`config.mk`:
```
export PLATFORM = sky130hd
export DESIGN_NAME = evt_timer
export DESIGN_NICKNAME = d
export VERILOG_FILES = /design/src/rtl/evt_timer_pkg.sv /design/src/rtl/evt_main_counter.sv /design/src/rtl/evt_channel.sv /design/src/rtl/evt_timer.sv
export SDC_FILE = /design/constraint.sdc
export NUM_CORES = 1
export LEC_CHECK = 0
export BUFFER_PORTS_ARGS = -buffer_cell sky130_fd_sc_hd__clkbuf_2
export CAP_MARGIN = 15
export CORE_MARGIN = 2
export CORE_UTILIZATION = 45
export DETAILED_ROUTE_END_ITERATION = 6
export PLACE_DENSITY = 0.72
export SLEW_MARGIN = 20
export SYNTH_ARGS = -nofsm -noshare
export SYNTH_HDL_FRONTEND = slang
export SYNTH_SLANG_ARGS = --single-unit
```
`constraint.sdc`:
```
create_clock -name clk -period 5.72 [get_ports clk]
set_input_delay 1.144 -clock clk [delete_from_list [all_inputs] [get_ports clk]]
set_output_delay 1.144 -clock clk [all_outputs]
set_load 0.03 [all_outputs]
```
`src/rtl/evt_timer_pkg.sv`:
```
`timescale 1ns/1ps
package evt_timer_pkg;
   localparam int DATA_W = 32;

   // register byte offsets
   localparam logic [11:0] OFF_PERIOD = 12'h004;
   localparam logic [11:0] OFF_GCFG   = 12'h010;
   localparam logic [11:0] OFF_STAT   = 12'h020;
   localparam logic [11:0] OFF_CNT    = 12'h0F0;
   localparam logic [11:0] OFF_TCFG   = 12'h100;
   localparam logic [11:0] OFF_TCMP   = 12'h108;

   // global configuration bits
   localparam int GC_RUN    = 0;
   localparam int GC_LEGACY = 1;

   // channel configuration bits
   localparam int TC_LEVEL = 1;
   localparam int TC_IEN   = 2;
   localparam int TC_PER   = 3;
   localparam int TC_VSET  = 6;

   localparam logic [DATA_W-1:0] TCFG_KEEP = 32'h0000_7F4E;
   localparam logic [DATA_W-1:0] GCFG_KEEP = 32'h0000_0003;
endpackage

```
`src/rtl/evt_main_counter.sv`:
```
`timescale 1ns/1ps
module evt_main_counter #(
   parameter int CNT_W = 32
) (
   input  logic             clk,
   input  logic             rst_n,
   input  logic             run,
   input  logic             load,
   input  logic [CNT_W-1:0] load_val,
   output logic [CNT_W-1:0] cnt_q
);
   always_ff @(posedge clk) begin
      if (!rst_n)    cnt_q <= '0;
      else if (load) cnt_q <= load_val;
      else if (run)  cnt_q <= cnt_q + CNT_W'(1);
   end
endmodule

```
`src/rtl/evt_channel.sv`:
```
`timescale 1ns/1ps
module evt_channel
   import evt_timer_pkg::*;
#(
   parameter int CNT_W = 32
) (
   input  logic              clk,
   input  logic              rst_n,
   input  logic              tick,
   input  logic [CNT_W-1:0]  cnt_q,
   input  logic              cfg_wr,
   input  logic              cmp_wr,
   input  logic              stat_wr,
   input  logic [DATA_W-1:0] wdata,
   output logic [DATA_W-1:0] cfg_q,
   output logic [CNT_W-1:0]  cmp_q,
   output logic              status_q,
   output logic              irq
);
   logic [CNT_W-1:0] per_q;
   logic             hit;
   logic             level, periodic, vset;

   assign level    = cfg_q[TC_LEVEL];
   assign periodic = cfg_q[TC_PER];
   assign vset     = cfg_q[TC_VSET];
   assign hit      = tick && ((cnt_q + CNT_W'(1)) == cmp_q);

   always_ff @(posedge clk) begin
      if (!rst_n)
         cfg_q <= '0;
      else if (cfg_wr)
         cfg_q <= wdata & TCFG_KEEP;
      else if (cmp_wr && periodic && vset)
         cfg_q[TC_VSET] <= 1'b0;
   end

   always_ff @(posedge clk) begin
      if (!rst_n) begin
         cmp_q <= '0;
         per_q <= '0;
      end else if (cmp_wr) begin
         if (!periodic)
            cmp_q <= wdata[CNT_W-1:0];
         else if (vset) begin
            cmp_q <= wdata[CNT_W-1:0];
            per_q <= wdata[CNT_W-1:0];
         end else
            per_q <= wdata[CNT_W-1:0];
      end else if (hit && periodic)
         cmp_q <= cmp_q + per_q;
   end

   always_ff @(posedge clk) begin
      if (!rst_n)
         status_q <= 1'b0;
      else if (level)
         status_q <= hit | (status_q & ~(stat_wr & wdata[0]));
      else
         status_q <= hit;
   end

   assign irq = status_q & cfg_q[TC_IEN];
endmodule

```
`src/rtl/evt_timer.sv`:
```
`timescale 1ns/1ps
module evt_timer
   import evt_timer_pkg::*;
#(
   parameter int          ADDR_W    = 12,
   parameter int          CNT_W     = 32,
   parameter logic [31:0] PERIOD_FS = 32'd10_000_000
) (
   input  logic              clk,
   input  logic              rst_n,
   input  logic [ADDR_W-1:0] bus_addr,
   input  logic              bus_we,
   input  logic [31:0]       bus_wdata,
   output logic [31:0]       bus_rdata,
   output logic              irq
);
   localparam logic [ADDR_W-1:0] A_PERIOD = ADDR_W'(OFF_PERIOD);
   localparam logic [ADDR_W-1:0] A_GCFG   = ADDR_W'(OFF_GCFG);
   localparam logic [ADDR_W-1:0] A_STAT   = ADDR_W'(OFF_STAT);
   localparam logic [ADDR_W-1:0] A_CNT    = ADDR_W'(OFF_CNT);
   localparam logic [ADDR_W-1:0] A_TCFG   = ADDR_W'(OFF_TCFG);
   localparam logic [ADDR_W-1:0] A_TCMP   = ADDR_W'(OFF_TCMP);

   if (ADDR_W < 9) begin : g_bad_addr
      $error("evt_timer: ADDR_W must cover offset 0x108");
   end
   if (CNT_W < 8 || CNT_W > DATA_W) begin : g_bad_cnt
      $error("evt_timer: CNT_W must be within 8..32");
   end

   logic [1:0]        gcfg_q;
   logic [CNT_W-1:0]  cnt_q, cmp_q;
   logic [DATA_W-1:0] tcfg_q, cnt_ext, cmp_ext;
   logic              status_q;
   logic              run, cnt_wr;

   assign run    = gcfg_q[GC_RUN];
   assign cnt_wr = bus_we && (bus_addr == A_CNT) && !run;

   always_ff @(posedge clk) begin
      if (!rst_n)
         gcfg_q <= '0;
      else if (bus_we && bus_addr == A_GCFG)
         gcfg_q <= bus_wdata[1:0];
   end

   evt_main_counter #(.CNT_W(CNT_W)) u_cnt (
      .clk      (clk),
      .rst_n    (rst_n),
      .run      (run),
      .load     (cnt_wr),
      .load_val (bus_wdata[CNT_W-1:0]),
      .cnt_q    (cnt_q)
   );

   evt_channel #(.CNT_W(CNT_W)) u_ch0 (
      .clk      (clk),
      .rst_n    (rst_n),
      .tick     (run),
      .cnt_q    (cnt_q),
      .cfg_wr   (bus_we && bus_addr == A_TCFG),
      .cmp_wr   (bus_we && bus_addr == A_TCMP),
      .stat_wr  (bus_we && bus_addr == A_STAT),
      .wdata    (bus_wdata),
      .cfg_q    (tcfg_q),
      .cmp_q    (cmp_q),
      .status_q (status_q),
      .irq      (irq)
   );

   if (CNT_W < DATA_W) begin : g_ext
      assign cnt_ext = {{(DATA_W-CNT_W){1'b0}}, cnt_q};
      assign cmp_ext = {{(DATA_W-CNT_W){1'b0}}, cmp_q};
   end else begin : g_full
      assign cnt_ext = cnt_q;
      assign cmp_ext = cmp_q;
   end

   always_comb begin
      bus_rdata = '0;
      if (bus_addr == A_PERIOD)    bus_rdata = PERIOD_FS;
      else if (bus_addr == A_GCFG) bus_rdata = {30'd0, gcfg_q};
      else if (bus_addr == A_STAT) bus_rdata = {31'd0, status_q};
      else if (bus_addr == A_CNT)  bus_rdata = cnt_ext;
      else if (bus_addr == A_TCFG) bus_rdata = tcfg_q;
      else if (bus_addr == A_TCMP) bus_rdata = cmp_ext;
   end
endmodule

```
## After elaboration in Yosys (flattened, before gate mapping)

Cells that the tools add are included.

- Flip-flop bits (word level): 110
- Input bits: 47
- Output and inout bits: 33
- Word-level logic and storage cells: 53

- Add/subtract/negate cells: 2
- Eq/ne operators: 8
- Multiplexer cells: 15
- Bitwise logic cells: 5
- Reductions and logical operators: 16

Operator list:

| kind | count |
|---|---|
| 32-bit 2-to-1 mux | 12 |
| 32-bit by 1-bit adder with 32-bit output, second input constant | 1 |
| 32-bit adder | 1 |
| 32-bit equality test | 1 |
| 12-bit by 9-bit equality test with 1-bit output, second input constant | 2 |
| 12-bit by 3-bit equality test with 1-bit output, second input constant | 1 |
| 12-bit by 5-bit equality test with 1-bit output, second input constant | 1 |
| 12-bit by 6-bit equality test with 1-bit output, second input constant | 1 |
| 12-bit by 8-bit equality test with 1-bit output, second input constant | 1 |
| 1-bit logical AND | 10 |
| 2-bit nonzero test | 3 |
| 2-bit AND reduction | 2 |
| 1-bit AND | 3 |
| 1-bit 2-to-1 mux | 3 |
| 3-bit inequality test, second input constant | 1 |
| 1-bit logical NOT | 1 |
| 1-bit NOT | 1 |
| 1-bit OR | 1 |

## Logic depth before layout (Yosys ltp)

Gate-level depths: netlist of the first run.

- Word-level depth: 7
- Gate-level depth with buffers: 13
- Gate-level depth less buffers: 13

## Hierarchy

Synthesis of the first run repeated with hierarchy kept, for this count alone.

- Cells, all modules: 1175
- Area total of the unflattened synthesis: 9032.4 µm²

Modules (own cells, without submodules):

| module | times used | cells each | area each (µm²) | sequential area each (µm²) |
|---|---|---|---|---|
| evt_channel | 1 | 791 | 6074.6 | 1521.5 |
| evt_main_counter | 1 | 240 | 1955.6 | 640.6 |
| evt_timer | 1 | 144 | 1002.2 | 40.0 |

## Least setup slack after synthesis of the first run

No wires, ideal clock.

- Path kind: input port to output port
- Start: input bus_addr[9]
- End: output bus_rdata[0]
- Data arrival time: 2.843 ns
- Required time: 4.576 ns
- Path slack: 1.733 ns
- Stages: 7
- Buffers on the path: 1
- Path through: or3_1 > nor2_1 > nand4_1 > nor2_1 > clkbuf_1 > a222oi_1 > nand2_1

- Cells in the longest elaborated chain, start to end: 7
- Elaborated cells on any way between the ends: 12
- Classes of those cells: eq/ne (6); mux (6)

RTL lines:

| element | RTL line | source |
|---|---|---|
| start, declared | evt_timer.sv:11 | `input logic [ADDR_W-1:0] bus_addr,` |
| 12-bit by 9-bit equality test with 1-bit output | evt_timer.sv:86 | `else if (bus_addr == A_TCMP) bus_rdata = cmp_ext;` |
| 32-bit 2-to-1 mux | evt_timer.sv:86 |  |
| 32-bit 2-to-1 mux | evt_timer.sv:85 | `else if (bus_addr == A_TCFG) bus_rdata = tcfg_q;` |
| 32-bit 2-to-1 mux | evt_timer.sv:84 | `else if (bus_addr == A_CNT) bus_rdata = cnt_ext;` |
| 32-bit 2-to-1 mux | evt_timer.sv:83 | `else if (bus_addr == A_STAT) bus_rdata = {31'd0, status_q};` |
| 32-bit 2-to-1 mux | evt_timer.sv:82 | `else if (bus_addr == A_GCFG) bus_rdata = {30'd0, gcfg_q};` |
| 32-bit 2-to-1 mux (*) | evt_timer.sv:81 | `if (bus_addr == A_PERIOD) bus_rdata = PERIOD_FS;` |
| end, declared | evt_timer.sv:14 | `output logic [31:0] bus_rdata,` |

Every way passes the cells marked *; elsewhere a longest branch is shown, timed or not.

## Worst setup path in the final report of the first run

- Start: input bus_addr[1]
- End: output bus_rdata[20]

The elaborated chain is that of the path after synthesis.

==> flow_summary.toml, run 1 <==
[status]
outcome = "completed"

[finish]
seq_area_um2 = 2200
fin_area_um2 = 9030
nets = 1227
drive_above_1_share_pct = 12.8
multi_input_area_um2 = 5620
n_antenna_cell = 0
syn_to_final_growth_pct = 9.20
fillers = 1843
post-route-util_pct = 50.1

[pwr]
power_w = 0.00152
powerDensity_nw_per_um2 = 168
leakagePower_nw = 3.54
vdd_drop_max_v = 0.000130

[global_route]
gr-usage-met1_pct = 38.4
grt_pass1_vias = 8069
track_usage_pct = 28.5
grt_start_max_net_pins = 56
top_usage_layer = "met2"
use_met2_pct = 44.2
grt_pass1_wl_mm = 44.2
grtUsageMet3_pct = 6.02
antenna_found_initial = 0
gr-total-overflow = 0

[logic_synthesis]
synthCells = 1119
ys.flop_type = "dfxtp_1"
ys_async_sr_fraction_pct = 0
synth_most_common_cell = "nand2_1"
syn_avg_cell_area_um2 = 7.39
synth_area_leaders = "dfxtp_1, a21oi_1, nand2_1"
synth_common_cells = "nand2_1, a21oi_1, dfxtp_1"
synth_cell_types = 73
ys_seq_elements = 110
yosysWarnings = 0
synth_enable_flop_cells = 0
synth_top_area_share_pct = 26.6
seq_area_frac_synth_pct = 26.6
synth_fp_nets = 1199
synth_area_um2 = 8270
synth_top_area_cell = "dfxtp_1"

[clock_network]
cts_resized = 0
tritoncts = "done"
cts.clk_slew.worst_paths_ns = 0.07
cts.htree.levels = 3
cts_setup_buffers = 0
worst_skew_pair.late_latency_ns = 0.37
numCtsBuffers = 9
cts_buffer_depth = 2
clock-sinks = 110
cts_root_buf = "clkbuf_16"
cts-hold-fix-buffers = 0

[routing]
drtIter0Drc = 1110
post_drt_wl_per_cell_um = 20.2
drt-total-wl_mm = 28.0
drt_pass1_iterations = 6
vias = 8783
postRouteAntennaNets = 0
avgViaCountPerCell = 6.36
drc = 0

[critical_path]
end_kind = "output pin"
cp.arrival_ns = 3.44
crit_required_ns = 4.58
start_kind = "input port"
worstSetupPathType = "input port to output pin"
crit_start = "bus_addr[1]"
regToRegStartpoint = "u_cnt.cnt_q[0]$_SDFFE_PN0P_"
crit_fanout = 19

[sta]
rsz0062_at_grt = "false"
hold_viol = 0
post-route-worst-setup-slack_ns = 1.13
setup_viol = 0
drv_slew = 0
setup_tns_ns = 0
slew_headroom_pct = 36.4
period_share_pct = 80.2
worst_pin_slew_ns = 0.954
period_needed_ns = 4.59
skew_ns = 0.00750
max_freq_mhz = 218

[place]
port_buffers = 79
dp_slack_ns = 1.18
hpwl_mm = 20.4
postPlaceCellArea_um2 = 8720
gp_congestion = 1.02

[floorplanning]
rows = 49
initial_core_util_pct = 45.9
die_w_um = 140
die_area_um2 = 19500
coreArea_um2 = 18000
die_h_um = 140
boundaryPins = 80

[worst_hold_path]
holdCritStartpoint = "u_ch0.cfg_q[10]$_SDFFE_PN0P_"
hp-class = "flip-flop to flip-flop"

[job]
max-cap-violations = 0
layout make-up:
| type | instances | area share [%] |
|---|---|---|
| clock inverter | 5 | 0.720 |
| tap | 229 | 3.17 |
| clock buffer | 11 | 2.80 |
| timing repair buffer | 95 | 5.71 |
| inverter | 24 | 1.01 |
| sequential | 110 | 24.4 |
| multi-input combinational | 907 | 62.2 |
worst max-delay path: stages:
cell and delay, ns:
clkbuf_2 0.10, nor4b_1 0.66, and2_1 0.86, buf_4 0.31, a221o_1 0.16, clkbuf_2 0.20
metal layers:
metal	routed length, um	share of wire, %
met5	0	0
met4	1050	3.7
met3	2750	9.8
met2	12400	44
met1	11800	42
sequential cells by signal, summed over array words and instances (netlist names):
register,flops
gcfg_q,2
u_ch0.cfg_q,11
u_ch0.cmp_q,32
u_ch0.per_q,32
u_ch0.status_q,1
u_cnt.cnt_q,32
cell usage in the layout, fill, tap and decap left out, types with 10 or more instances in the layout:
cell type,n
a211oi_1,13
nor2b_1,10
a31oi_1,14
dfxtp_1,110
inv_1,23
a21o_1,14
ha_1,32
o21ai_0,44
xor2_1,24
clkbuf_2,79
nand3_1,26
buf_4,16
nand2_1,160
a22o_1,16
xnor2_1,45
a21oi_1,147
nand4_1,28
nand2b_1,15
nor4_1,13
nor3_1,41
and3_1,18
nor2_1,94
a211oi_2,11
through the flow:
stage,hold WS [ns],std cells
floorplan,0.431,1119
global placement,0.440,1365
detailed placement,0.445,1365
CTS,0.455,1381
global route,0.470,1381
finish,0.453,1381
final timing paths:
kind,end,slack [ns],depth (start not counted)
hold / removal,u_ch0.cfg_q[10]$_SDFFE_PN0P_,0.45,2
hold reg to reg,u_ch0.cfg_q[10]$_SDFFE_PN0P_,0.45,2
setup / recovery,bus_rdata[20],1.13,6
setup reg to reg,u_ch0.cmp_q[30]$_SDFFE_PN0P_,1.76,12
kinds of logic after synthesis:
group | share of synthesized area [%]
AO/OA/AOI/OAI | 27.6
adder cells (fa/ha/maj) | 5.08
buffers and inverters | 5.52
XOR/XNOR | 7.30
flip-flops | 26.6
AND/OR/NAND/NOR | 27.3
multiplexers | 0.605
power by group:
group / total [W] / internal [W] / leakage, nW / switching, W
logic: 0.0000625 / 0.0000161 / 2.50 / 0.0000464
clock network: 0.000689 / 0.000370 / 0.156 / 0.000319
registers: 0.000765 / 0.000765 / 0.885 / 0.000000176
Note: power is estimated with default switching activity, not from simulation.
==> run 2: changes to the inputs <==
- PLACE_DENSITY: 0.72 -> 0.75
- clock period: 5.72 -> 3.9 ns (I/O delays scaled with it)
==> run 2 against run 1 <==
Compared with the run above:
- wire length increased by 0.68%
- clock power grew 43%
- core utilization is 0.45 points higher
- flip-flop and latch count unchanged
- global-route usage decreased by 0.41 points
- critical path depth rose by 5
==> flow_summary.toml, run 2 (synthesized netlist as in run 1, its figures left out) <==
[sta]
post-route-worst-setup-slack_ns = 0.303
hold_ws_ns = 0.453
period_needed_ns = 3.60
hold_viol = 0
max_freq_mhz = 278
period_share_pct = 92.2
slew_headroom_pct = 38.5
skew_ns = 0.00893
setup_viol = 0
drv_slew = 0
worst_pin_slew_ns = 0.922
rsz0062_at_grt = "false"
setup_tns_ns = 0

[routing]
drt_pass1_iterations = 7
drc = 0
drtIter0Drc = 1190
drt-total-wl_mm = 28.2
post_drt_wl_per_cell_um = 20.3
avgViaCountPerCell = 6.37
vias = 8861
postRouteAntennaNets = 0

[clock_network]
cts.clk_slew.worst_paths_ns = 0.08
cts_root_buf = "clkbuf_16"
clock-sinks = 110
cts_resized = 0
cts_buffer_depth = 2
numCtsBuffers = 9
tritoncts = "done"
cts-hold-fix-buffers = 0
worst_skew_pair.late_latency_ns = 0.36
cts.htree.levels = 3
cts_setup_buffers = 0

[place]
hpwl_mm = 20.6
dp_slack_ns = 0.418
port_buffers = 79
gp_congestion = 0.988
postPlaceCellArea_um2 = 8810

[finish]
syn_to_final_growth_pct = 10.2
top_regs = "u_ch0.cmp_q x32, u_ch0.per_q x32, u_cnt.cnt_q x32"
final_cell_mix = "nand2_1, a21oi_1, dfxtp_1"
n_antenna_cell = 0
post-route-util_pct = 50.6
fillers = 1804
multi_input_area_um2 = 5620
seq_area_um2 = 2200
final_common_cell = "nand2_1"
drive_above_1_share_pct = 13.5
fin_area_um2 = 9110
nets = 1236

[pwr]
vdd_drop_max_v = 0.000192
powerDensity_nw_per_um2 = 241
power_switching_w = 0.000533
power_frac_clock_pct = 44.8
pwr-share-comb_pct = 4.3
intPower_w = 0.00167
pwr-share-seq_pct = 51.0
leakagePower_nw = 3.58
swShare_pct = 24.2

[floorplanning]
die_w_um = 140
initial_core_util_pct = 45.9
die_area_um2 = 19500
die_h_um = 140
boundaryPins = 80
rows = 49
coreArea_um2 = 18000

[worst_hold_path]
hp-class = "flip-flop to flip-flop"

[global_route]
grt_start_max_net_pins = 50
gr-total-overflow = 0
track_usage_pct = 28.1
grt_pass1_wl_mm = 43.9
antenna_found_initial = 0
grt_pass1_vias = 8159

[critical_path]
cp.arrival_ns = 3.86
worstSetupPathType = "flip-flop to flip-flop"
end_kind = "flip-flop"
crit_required_ns = 4.16
start_kind = "flip-flop"
crit_fanout = 49

[job]
max-cap-violations = 0

[status]
outcome = "completed"
-- run 2: cell types whose count changed in the layout (fill, tap and decap cells not counted), sizes merged --
cell      change
buf           +9
clkbuf        -1
clkinvlp      +1
-- run 2: critical path, cell delays in order (launching register included) --
cell and delay [ns]:
dfxtp_1 0.54, ha_1 0.35, and4_1 0.44, nand4_1 0.23
xnor2_1 0.36, o21ai_0 0.14, nor3_1 0.23, nand4_1 0.25
o32ai_4 0.35, buf_12 0.28, o21ai_1 0.11, a41o_1 0.20
-- run 2: final timing paths --
| kind | slack, ns | end | start | cells after the start |
|---|---|---|---|---|
| max | 0.30 | u_ch0.cmp_q[25]$_SDFFE_PN0P_ | u_cnt.cnt_q[0]$_SDFFE_PN0P_ | 11 |
| max reg2reg | 0.30 | u_ch0.cmp_q[25]$_SDFFE_PN0P_ | u_cnt.cnt_q[0]$_SDFFE_PN0P_ | 11 |
| min reg2reg | 0.45 | u_ch0.cfg_q[11]$_SDFFE_PN0P_ | u_ch0.cfg_q[11]$_SDFFE_PN0P_ | 2 |
| min | 0.45 | u_ch0.cfg_q[11]$_SDFFE_PN0P_ | u_ch0.cfg_q[11]$_SDFFE_PN0P_ | 2 |
-- run 2: layout make-up --
cell class | instances | area share, %
flip-flops and latches | 110 | 24.2
clock buffers | 10 | 2.62
repair buffers | 104 | 6.67
well taps | 229 | 3.14
multi-input cells | 907 | 61.7
inverters | 24 | 1.00
clock inverters | 6 | 0.741
-- run 2: stage by stage --
stage,power (W),std cells
after floorplan,0.00117,1119
after global placement,0.00124,1374
after detailed placement,0.00124,1374
after CTS,0.00221,1390
after global routing,0.00225,1390
final,0.00220,1390
-- run 2: metal layers --
metal / track usage [%] / up-vias / wire length [um]
met5: 0 / - / 0
met4: 11.7 / 0 / 991
met3: 3.54 / 71 / 2820
met2: 43.4 / 496 / 12500
met1: 39.7 / 4135 / 11800
li1: - / 4159 / -
-- run 2: power groups by stage --
stage                     Sequential [W]  Combinational [W]  Clock (W)
after floorplan                  0.00115          0.0000264          0
after detailed placement         0.00115          0.0000898          0
final                            0.00112          0.0000936   0.000985
after CTS                        0.00112          0.0000898   0.000994
after global placement           0.00115          0.0000895          0
after global routing             0.00112          0.0000975    0.00103
